<file path="src/rtl/tsu_pkg.sv">
package tsu_pkg;
  typedef enum logic {
    POL_INTERLEAVE = 1'b0,
    POL_STICKY     = 1'b1
  } policy_e;

  localparam int unsigned INSN_BYTES = 4;
endpackage

</file>
<file path="src/rtl/rr_picker.sv">
module rr_picker #(
  parameter int N  = 4,
  parameter int TW = 2
) (
  input  logic [N-1:0]  req,
  input  logic [TW-1:0] base,
  output logic          found,
  output logic [TW-1:0] idx
);
  // Walk offsets from farthest to nearest so the nearest request wins.
  always_comb begin
    int s;
    found = 1'b0;
    idx   = base;
    for (int k = N; k >= 1; k--) begin
      s = int'(base) + k;
      if (s >= N) s = s - N;
      if (req[s]) begin
        found = 1'b1;
        idx   = TW'(s);
      end
    end
  end
endmodule

</file>
<file path="src/rtl/pc_bank.sv">
module pc_bank #(
  parameter int          N         = 4,
  parameter int          PC_W      = 32,
  parameter int          TW        = 2,
  parameter logic [31:0] PC_BASE   = 32'h0,
  parameter logic [31:0] PC_STRIDE = 32'h100
) (
  input  logic            clk,
  input  logic            rst,
  input  logic            adv,
  input  logic [TW-1:0]   adv_tid,
  output logic [PC_W-1:0] sel_pc,
  output logic [N*PC_W-1:0] pc_flat
);
  import tsu_pkg::*;

  logic [PC_W-1:0] pc_q [N];

  for (genvar t = 0; t < N; t++) begin : g_ctx
    localparam logic [PC_W-1:0] START = PC_W'(PC_BASE + PC_STRIDE * t);
    always_ff @(posedge clk) begin
      if (rst)
        pc_q[t] <= START;
      else if (adv && (adv_tid == TW'(t)))
        pc_q[t] <= pc_q[t] + PC_W'(INSN_BYTES);
    end
    assign pc_flat[t*PC_W +: PC_W] = pc_q[t];
  end

  always_comb begin
    sel_pc = pc_q[0];
    for (int t = 1; t < N; t++)
      if (adv_tid == TW'(t)) sel_pc = pc_q[t];
  end
endmodule

</file>
<file path="src/rtl/thread_select_unit.sv">
module thread_select_unit #(
  parameter int          NUM_THREADS = 4,
  parameter int          PC_W        = 32,
  parameter logic [31:0] PC_BASE     = 32'h0,
  parameter logic [31:0] PC_STRIDE   = 32'h100,
  localparam int         TW          = (NUM_THREADS > 1) ? $clog2(NUM_THREADS) : 1
) (
  input  logic                      clk,
  input  logic                      rst,
  input  logic                      policy_coarse,
  input  logic [NUM_THREADS-1:0]    thread_ready,
  input  logic [NUM_THREADS-1:0]    long_stall,
  output logic                      issue_valid,
  output logic [TW-1:0]             issue_tid,
  output logic                      switch_pulse,
  output logic [PC_W-1:0]           issue_pc,
  output logic [NUM_THREADS*PC_W-1:0] pc_all
);
  import tsu_pkg::*;

  localparam logic [TW-1:0] PTR_RST = TW'(NUM_THREADS - 1);

  policy_e                pol;
  logic [TW-1:0]          ptr_q;
  logic [NUM_THREADS-1:0] owner_mask;
  logic [NUM_THREADS-1:0] cand;
  logic                   pk_found;
  logic [TW-1:0]          pk_idx;
  logic                   go;
  logic [TW-1:0]          go_tid;
  logic                   chg;
  logic [PC_W-1:0]        cur_pc;

  assign pol        = policy_e'(policy_coarse);
  assign owner_mask = NUM_THREADS'(1) << ptr_q;

  // Candidate set depends on the policy; one picker serves both.
  always_comb begin
    if (pol == POL_STICKY) cand = thread_ready & ~long_stall & ~owner_mask;
    else                   cand = thread_ready;
  end

  rr_picker #(.N(NUM_THREADS), .TW(TW)) u_pick (
    .req   (cand),
    .base  (ptr_q),
    .found (pk_found),
    .idx   (pk_idx)
  );

  always_comb begin
    go     = 1'b0;
    go_tid = ptr_q;
    unique case (pol)
      POL_INTERLEAVE: begin
        go     = pk_found;
        go_tid = pk_idx;
      end
      POL_STICKY: begin
        if (long_stall[ptr_q]) begin
          go     = pk_found;
          go_tid = pk_idx;
        end else begin
          go     = thread_ready[ptr_q];
          go_tid = ptr_q;
        end
      end
      default: ;
    endcase
    chg = go && (go_tid != ptr_q);
  end

  pc_bank #(
    .N(NUM_THREADS), .PC_W(PC_W), .TW(TW),
    .PC_BASE(PC_BASE), .PC_STRIDE(PC_STRIDE)
  ) u_pcs (
    .clk     (clk),
    .rst     (rst),
    .adv     (go),
    .adv_tid (go_tid),
    .sel_pc  (cur_pc),
    .pc_flat (pc_all)
  );

  always_ff @(posedge clk) begin
    if (rst) begin
      ptr_q        <= PTR_RST;
      issue_valid  <= 1'b0;
      issue_tid    <= '0;
      switch_pulse <= 1'b0;
      issue_pc     <= '0;
    end else begin
      issue_valid  <= go;
      switch_pulse <= chg;
      if (go) begin
        ptr_q     <= go_tid;
        issue_tid <= go_tid;
        issue_pc  <= cur_pc;
      end
    end
  end
endmodule

</file>
<file path="config.mk">
export PLATFORM = sky130hd
export DESIGN_NAME = thread_select_unit
export DESIGN_NICKNAME = d
export VERILOG_FILES = /design/src/rtl/tsu_pkg.sv /design/src/rtl/rr_picker.sv /design/src/rtl/pc_bank.sv /design/src/rtl/thread_select_unit.sv
export SDC_FILE = /design/constraint.sdc
export NUM_CORES = 1
export LEC_CHECK = 0
export ABC_CLOCK_PERIOD_IN_PS = 9000
export BUFFER_PORTS_ARGS = -buffer_cell sky130_fd_sc_hd__buf_2
export CAP_MARGIN = 40
export CELL_PAD_IN_SITES_DETAIL_PLACEMENT = 1
export CELL_PAD_IN_SITES_GLOBAL_PLACEMENT = 1
export CORE_MARGIN = 2
export CORE_UTILIZATION = 45
export CTS_BUF_LIST = sky130_fd_sc_hd__clkbuf_4 sky130_fd_sc_hd__clkbuf_8
export DETAILED_ROUTE_END_ITERATION = 7
export HOLD_SLACK_MARGIN = 0.08
export PLACE_DENSITY_LB_ADDON = 0.1
export SKIP_LAST_GASP = 1
export SYNTH_ARGS = -nofsm -noshare
export SYNTH_HDL_FRONTEND = slang
export SYNTH_SLANG_ARGS = --single-unit
</file>
<file path="constraint.sdc">
create_clock -name clk -period 9 [get_ports clk]
set_input_delay 0.9 -clock clk [delete_from_list [all_inputs] [get_ports clk]]
set_output_delay 0.9 -clock clk [all_outputs]
set_load 0.05 [all_outputs]
</file>
# Word-level counts from Yosys, hierarchy flattened
# Memories as Yosys holds them, arrays and structs flattened.
# Index checks and enable logic that the tools add are counted.
# totals
ff_bits,38
latchBits,0
ram_bits,128
rom_bits,0
input_bits,11
out_inout_bits,164
memories,1
# mem_list
memory,depth,word_bits,read_ports,rd_clocked_by_memory_dff,wr,line_no,rtl
u_pcs.pc_q,4,32,4,0,4,pc_bank.sv:17,logic [PC_W-1:0] pc_q [N];
# op_classes
add_sub_neg,12
multipliers,0
div,0
magnitude_cmp,9
eq_ne,4
shifts,1
mux,54
n_bitwise,9
n_reduce_logical,6
# ops
cell,count
32-bit two-way mux,11
"32-bit by 3-bit adder with 32-bit output, second input constant",4
"32-bit by 4-bit >= comparator with 1-bit output, second input constant",4
"32-bit by 4-bit less-than comparator with 1-bit output, second input constant",4
"32-bit by 4-bit subtractor with 32-bit output, second input constant",4
1-bit two-way mux,29
1-bit binary-select mux with 2-bit select,6
2-bit two-way mux,5
4-bit AND,2
4-bit inverter,2
"2-bit by 2-bit adder with 3-bit output, second input constant",2
1-bit logical AND,5
"2-bit by 3-bit adder with 4-bit output, second input constant",1
"2-bit equality test, second input constant",2
4-bit two-way mux,1
1-bit OR,4
2-bit one-hot mux with 2 select lines,1
"1-bit by 2-bit left shift with 4-bit output, first input constant",1
"2-bit by 1-bit adder with 3-bit output, second input constant",1
"2-bit by 3-bit less-than comparator with 1-bit output, second input constant",1
"2-bit by 1-bit equality test with 1-bit output, second input constant",1
2-bit logical NOT,1
2-bit inequality test,1
1-bit one-hot mux with 2 select lines,1
1-bit inverter,1

# Depth between registers and ports, before layout
# Gate-level depths: netlist of run 1.
# depth
word_depth,19
depth_mapped,13

# By module
# Synthesis of run 1 repeated with hierarchy kept, for this count alone.
# hier_totals
cells_unflattened,868
hier_area_um2,9236.4
# by_module_without_submodules
mod,n_inst,cells_per_inst,area_each_um2,seq_area_each_um2
pc_bank,1,701,7569.8,3603.5
thread_select_unit,1,153,1584.0,760.7
rr_picker,1,14,82.6,0.0

# Worst setup path after synthesis of run 1
# Ideal clock, no wire load.
# synth_timing
path_kind,register -> register
startpoint,reg ptr_q[0]
endpoint,"mem u_pcs.pc_q[3][10], enable pin"
t_arrival_ns,3.957
slack_ns,4.619
path_stages_with_launch,12
path_buffers,3
synth_period_minus_slack_ns,4.381
path_cell_list,dfxtp_1 buf_2 inv_2 clkbuf_1 ha_1 o21ai_0 and2_1 mux4_2 a311oi_4 xnor2_1 buf_2 o21bai_1
# synth_rtl
item,line_no,rtl
start: declaration,thread_select_unit.sv:24,logic [TW-1:0] ptr_q;
start signal: assignment,thread_select_unit.sv:95,ptr_q <= go_tid;
end: declaration,pc_bank.sv:17,

==> results of run 1 <==
## kinds of logic after synthesis
logic type / count (synthesis) / synth area share
simple gates: 508 / 0.242
flops: 156 / 0.473
compound gates: 114 / 0.0821
xor+xnor: 113 / 0.109
buf+inv: 81 / 0.0404
mux: 36 / 0.0423
fa+ha+maj: 8 / 0.0110
other cells: 1 / 0.000410
## metal layers
layer	vias up	GRT usage
li1	3807	-
met1	3978	0.371
met2	201	0.404
met3	25	0.0400
met4	2	0.0680
met5	-	0
## worst register-to-register path, cell delays in order, from the launching register on
cell and delay, ns:
dfxtp_2 0.32, buf_4 0.57, inv_2 0.45, buf_12 0.31, ha_1 0.21, o21ai_0 0.19, and2_1 0.19, or4_1 0.14
mux2_2 0.58, nand3_2 0.72, o21bai_2 0.39, buf_4 0.41
## Yosys cell counts, types with 4 or more instances
master	number
and2_1	5
nand3_1	39
nand4_1	22
a2111oi_0	30
nand2b_1	7
dfxtp_1	36
nor3_1	42
mux2i_1	33
xor2_1	59
and4_1	4
edfxtp_1	120
and3_1	12
nor2b_1	6
clkbuf_1	32
o21ai_0	5
nand2_1	172
buf_2	19
inv_1	18
nor2_1	185
ha_1	8
xnor2_1	53
a21oi_1	63
nor4_1	5
buf_4	11
## cell type report
type | count | area (sq um)
diodes | 2 | 5.00
clock buffers | 18 | 241
clock inverters | 14 | 184
fillers | 2422 | 9500
inverters | 19 | 71.3
multi-input cells | 789 | 4500
flip-flops and latches | 156 | 4330
well taps | 270 | 338
repair buffers | 179 | 946
## sequential cells by signal, indices dropped and copies added, names as in the netlist
| register | cells |
|---|---|
| switch_pulse | 1 |
| issue_tid | 2 |
| u_pcs.pc_q | 120 |
| issue_pc | 30 |
| issue_valid | 1 |
| ptr_q | 2 |
## stage by stage
stage	hold WS, ns	setup slack (ns)
2_1_floorplan	0.587	4.62
3_3_place_gp	0.475	4.15
3_5_place_dp	0.479	4.14
4_1_cts	0.492	4.12
5_1_grt	0.512	3.80
6_report	0.490	4.17
## how the worst min path moves through the flow
stage / from / to / cells after the start
after floorplan: ptr_q[1]$_SDFFE_PP1N_ / ptr_q[1]$_SDFFE_PP1N_ / 2
after global placement: issue_tid[1]$_SDFFE_PP0N_ / issue_tid[1]$_SDFFE_PP0N_ / 2
after detailed placement: issue_tid[1]$_SDFFE_PP0N_ / issue_tid[1]$_SDFFE_PP0N_ / 2
after CTS: issue_tid[1]$_SDFFE_PP0N_ / issue_tid[1]$_SDFFE_PP0N_ / 2
after global routing: issue_tid[1]$_SDFFE_PP0N_ / issue_tid[1]$_SDFFE_PP0N_ / 2
final: issue_tid[1]$_SDFFE_PP0N_ / issue_tid[1]$_SDFFE_PP0N_ / 2
==> summary.txt, run 1 <==
Timing
  • Rel. slew slack: 0.495
  • Fin crit period: between 4 and 5 ns
  • Final count of hold timing violations: 0
  • Setup TNS: 0 ns
  • Tcrit/Tclk final: 0.537
  • Final Slew Violations: 0
  • Worst-margin pin slew: 0.757 ns
  • Clock Skew: between 0.015 and 0.02 ns
  • Unrepaired setup endpoints after global routing: false
  • Upper clock frequency limit: 207 MHz
  • Setup violations, final: 0

GRT
  • First-pass GRT wire length: 43800 microns
  • Pin count of the biggest net entering global routing: 73
  • Number of global-route vias before repair: 7846
  • Grt total ovfl: 0
  • Initial antenna violation count: 1
  • Global-route usage over all layers: 0.257

Route
  • Met2 routed WL: 12800 microns
  • 1st-iter DRT viols: 507
  • Highest Signal Layer: met5
  • Drt first pass iters: 4
  • WL final: 27100 microns
  • DRC Markers: 0
  • WL met3: 1320 microns
  • Via total after detailed routing: 8013
  • WL met1: around 13000 microns
  • Routed Antenna Nets: 0
  • Vias/cell: 5.54
  • Drt wl/cell: between 15 and 20 microns

Yosys
  • Mean Syn Cell Area: 8.99 sq um
  • Synth unique cells: 48
  • Seq/Total Area, Yosys: 0.473
  • Cell taking the most area after synthesis: edfxtp_1
  • Yosys reg bits: 156
  • Post-synth EDFFs: 120
  • Synth async-reset ratio: 0
  • Synth Cell Area: approximately 9000 sq um
  • Largest cells by area after synthesis: edfxtp_1 (39%), dfxtp_1 (7.9%), nor2_1 (7.6%)
  • Synth Instances: 1017
  • Top cell type's share of synthesized area: 0.394
  • Main flop type after synthesis: edfxtp_1
  • Ys Warns: 0

Worst setup path
  • Critical Path RT: around 9 ns
  • Critical Path End: u_pcs.pc_q[2][22]$_SDFFCE_PN0P_
  • Crit path depth: 11
  • Buf/Inv on CP: 4
  • Worst-case reg-to-reg path depth: 11
  • Critical path arrival: 4.96 ns
  • Slowest-stage cell, CP: nand3_2
  • Kind of cell adding the most delay to the critical path: buffers and inverters
  • Crit Path Class: flip-flop to flip-flop
  • Worst setup startpoint: ptr_q[0]$_SDFFE_PP1N_
  • Crit path max fanout: 72
  • Largest stage delay on the critical path: approximately 0.7 ns
  • Most used cell, CP: buf_4
  • R2R setup slack: 4.17 ns
  • Crit path capture type: flip-flop
  • Critical path, cell by cell: buf_4, inv_2, buf_12, ha_1, o21ai_0, and2_1, or4_1, mux2_2, nand3_2, o21bai_2, buf_4
  • FF-to-FF End: u_pcs.pc_q[2][22]$_SDFFCE_PN0P_
  • Worst r2r src: ptr_q[0]$_SDFFE_PP1N_
  • Startpoint Class: flip-flop

CTS
  • Root Driver: clkbuf_8
  • Post-CTS Setup Repair Bufs: 0
  • # clock sinks: 156
  • CTS clock-pin slew for the worst setup and hold paths: ~0.090 ns
  • Post-cts gate resize count: 0
  • H-tree Lvls: 4
  • Clock Path Buffers: 2
  • CTS tree: yes
  • CTS Buf Count: 17
  • Hold buffers post-CTS: 0
  • Clock Latency Late Sink: 0.47 ns

Layout
  • Share of cells above drive strength 1: 0.193
  • Final Non-Filler Cells: 1447
  • Most frequent cells in the layout: nor2_1 (185), nand2_1 (172), buf_2 (164)
  • Commonest non-fill, non-tap cell in the layout: nor2_1
  • Post-route cell area: approximately 11000 sq um
  • Synthesis-to-finish area growth: 16.1%
  • Post-Route Utilization: 0.528
  • Final #Nets: 1181

Die
  • Die Wd: 147 microns
  • Vertical die dimension: 147 microns
  • Core ar.: 20100 sq um
  • Io pins: about 180
  • Initial core utilization: 0.455
  • Row cnt: 52
  • DIE AREA: approximately 21000 sq um

Placed design
  • PortBufs: roughly 160
  • Placed instance count: 1413
  • Gpl congestion: 0.850
  • Hpwl dp: 19600 microns
  • Placed cell areas: 10200 sq um

Status
  • Status: finished clean

Flow run
  • Max cap viols: 0

Min path
  • Min-Delay Path Class: flip-flop to flip-flop
Power of run 1 is left out: the tool's default activity adds up to more than one toggle a clock period on the data nets, which glitch-free logic cannot reach.
==> run 2: changes to the inputs <==
ABC_CLOCK_PERIOD_IN_PS = 4900   (was 9000)
CORE_UTILIZATION = 44   (was 45)
clock period = 4.9 ns   (was 9 ns; I/O delays follow)
==> summary.txt, run 2 (same netlist as run 1, synthesis figures left out) <==
Die
  • Initial core utilization: 0.450 (-0.00437)
  • DIE AREA: 21900 sq um (+2.2%)
  • Vertical die dimension: 148 microns (+1.1%)
  • Core ar.: 20300 sq um (+0.97%)
  • Io pins: 175 (unchanged)
  • Die Wd: 148 microns (+1.1%)
  • Row cnt: 52 (unchanged)

CTS
  • CTS Buf Count: 17 (unchanged)
  • CTS tree: yes
  • Hold buffers post-CTS: 0 (unchanged)
  • Clock Path Buffers: 2 (unchanged)
  • Post-CTS Setup Repair Bufs: 0 (unchanged)
  • Clock Latency Late Sink: 0.46 ns (about the same)
  • Root Driver: clkbuf_8
  • Post-cts gate resize count: 0 (unchanged)
  • CTS clock-pin slew for the worst setup and hold paths: 0.09 ns (about the same)
  • # clock sinks: 156 (unchanged)
  • H-tree Lvls: 4 (unchanged)

Layout
  • Most frequent cells in the layout: nor2_1 (185), nand2_1 (172), buf_2 (164)
  • Largest registers: u_pcs.pc_q: 120 flops, issue_pc: 30 flops
  • Share of cells above drive strength 1: 0.195 (+0.00205)
  • Synthesis-to-finish area growth: 16.1% (about the same)
  • Post-route cell area: 10600 sq um (about the same)
  • ANT cells: 0 (-2)
  • Final Non-Filler Cells: 1448 (+0.069%)
  • Biggest register: u_pcs.pc_q
  • Max reg flops: 120 (unchanged)
  • Commonest non-fill, non-tap cell in the layout: nor2_1
  • Final #Nets: 1184 (+0.25%)

Route
  • Drt first pass iters: 4 (unchanged)
  • Drt wl/cell: 19.1 microns (+1.7%)
  • 1st-iter DRT viols: 501 (-1.2%)
  • Vias/cell: 5.54 (about the same)
  • DRC Markers: 0 (unchanged)
  • Via total after detailed routing: 8017 (+0.050%)
  • Routed Antenna Nets: 0 (unchanged)
  • WL final: 27600 microns (+1.8%)

Worst setup path
  • Startpoint Class: flip-flop
  • Crit path max fanout: 21 (-71%)
  • Crit Path Class: flip-flop to flip-flop
  • Critical path arrival: 4.34 ns (-0.62 ns)
  • Critical Path RT: 5.10 ns (-4.03 ns)
  • Crit path capture type: flip-flop

Timing
  • Setup TNS: 0 ns (unchanged)
  • Unrepaired setup endpoints after global routing: false
  • Final count of hold timing violations: 0 (unchanged)
  • Rel. slew slack: 0.462 (-0.0332)
  • Worst-margin pin slew: 0.803 ns (+0.0467 ns)
  • Fin crit period: 4.13 ns (-0.699 ns)
  • Setup violations, final: 0 (unchanged)
  • Upper clock frequency limit: 242 MHz (+17%)
  • Final Slew Violations: 0 (unchanged)
  • Clock Skew: 0.0204 ns (+0.00444 ns)
  • Tcrit/Tclk final: 0.843 (+0.306)

Placed design
  • Placed instance count: 1416 (+0.21%)
  • Gpl congestion: 0.846 (-0.49%)
  • PortBufs: 164 (unchanged)
  • Placed cell areas: 10200 sq um (about the same)
  • Hpwl dp: 20200 microns (+3.0%)

Status
  • Status: finished clean

GRT
  • Initial antenna violation count: 1 (unchanged)
  • Global-route usage over all layers: 0.255 (-0.00219)
  • Grt total ovfl: 0 (unchanged)
  • First-pass GRT wire length: 44100 microns (+0.71%)
  • Pin count of the biggest net entering global routing: 67 (-8.2%)
  • Number of global-route vias before repair: 7850 (+0.051%)

Flow run
  • Max cap viols: 0 (unchanged)

Min path
  • Min-Delay Path Class: flip-flop to flip-flop
-- run 2: changes by cell type in the layout (fill, tap and decap cells not counted), sizes merged --
cell   before  now
buf       179  182
diode       2    0
-- run 2: through the flow --
stage / setup WS (ns) / util / hold WS, ns
5_1_grt: 0.507 / 0.523 / 0.544
6_report: 0.769 / 0.523 / 0.507
4_1_cts: 0.790 / 0.523 / 0.510
2_1_floorplan: 0.519 / - / 0.587
3_5_place_dp: 0.821 / 0.502 / 0.498
3_3_place_gp: 0.969 / 0.502 / 0.493
-- run 2: worst max-delay path: stages (launching register included) --
cell	delay (ns)
dfxtp_1	0.53
inv_1	0.19
ha_1	0.21
o21ai_0	0.23
and2_1	0.23
mux4_2	0.31
a311oi_4	0.13
buf_4	0.24
xnor2_2	0.60
nand3_1	0.59
or3b_2	0.61
-- run 2: cell type report --
class | count | area, sq um
clock buffers | 18 | 241
clock inverters | 14 | 181
fillers | 2459 | 9690
inverters | 19 | 71.3
multi-input cells | 789 | 4500
flip-flops and latches | 156 | 4330
well taps | 270 | 338
repair buffers | 182 | 956
-- run 2: final timing paths --
kind | from | endpoint | slack (ns) | depth (start not counted)
max | ptr_q[1]$_SDFFE_PP1N_ | u_pcs.pc_q[1][8]$_SDFFCE_PN1P_ | 0.77 | 10
min | issue_pc[9]$_SDFFE_PP0N_ | issue_pc[9]$_SDFFE_PP0N_ | 0.51 | 2
max reg2reg | ptr_q[1]$_SDFFE_PP1N_ | u_pcs.pc_q[1][8]$_SDFFCE_PN1P_ | 0.77 | 10
min reg2reg | issue_pc[9]$_SDFFE_PP0N_ | issue_pc[9]$_SDFFE_PP0N_ | 0.51 | 2
-- run 2: layer usage --
metal  track usage  vias to the layer above  share of wire
met1         0.378                     3989           0.47
li1              -                     3807              -
met2         0.396                      196           0.47
met5             0                        -        0.00036
met4        0.0614                        2          0.011
met3        0.0344                       23          0.050
Power of run 2 is left out for the same reason.
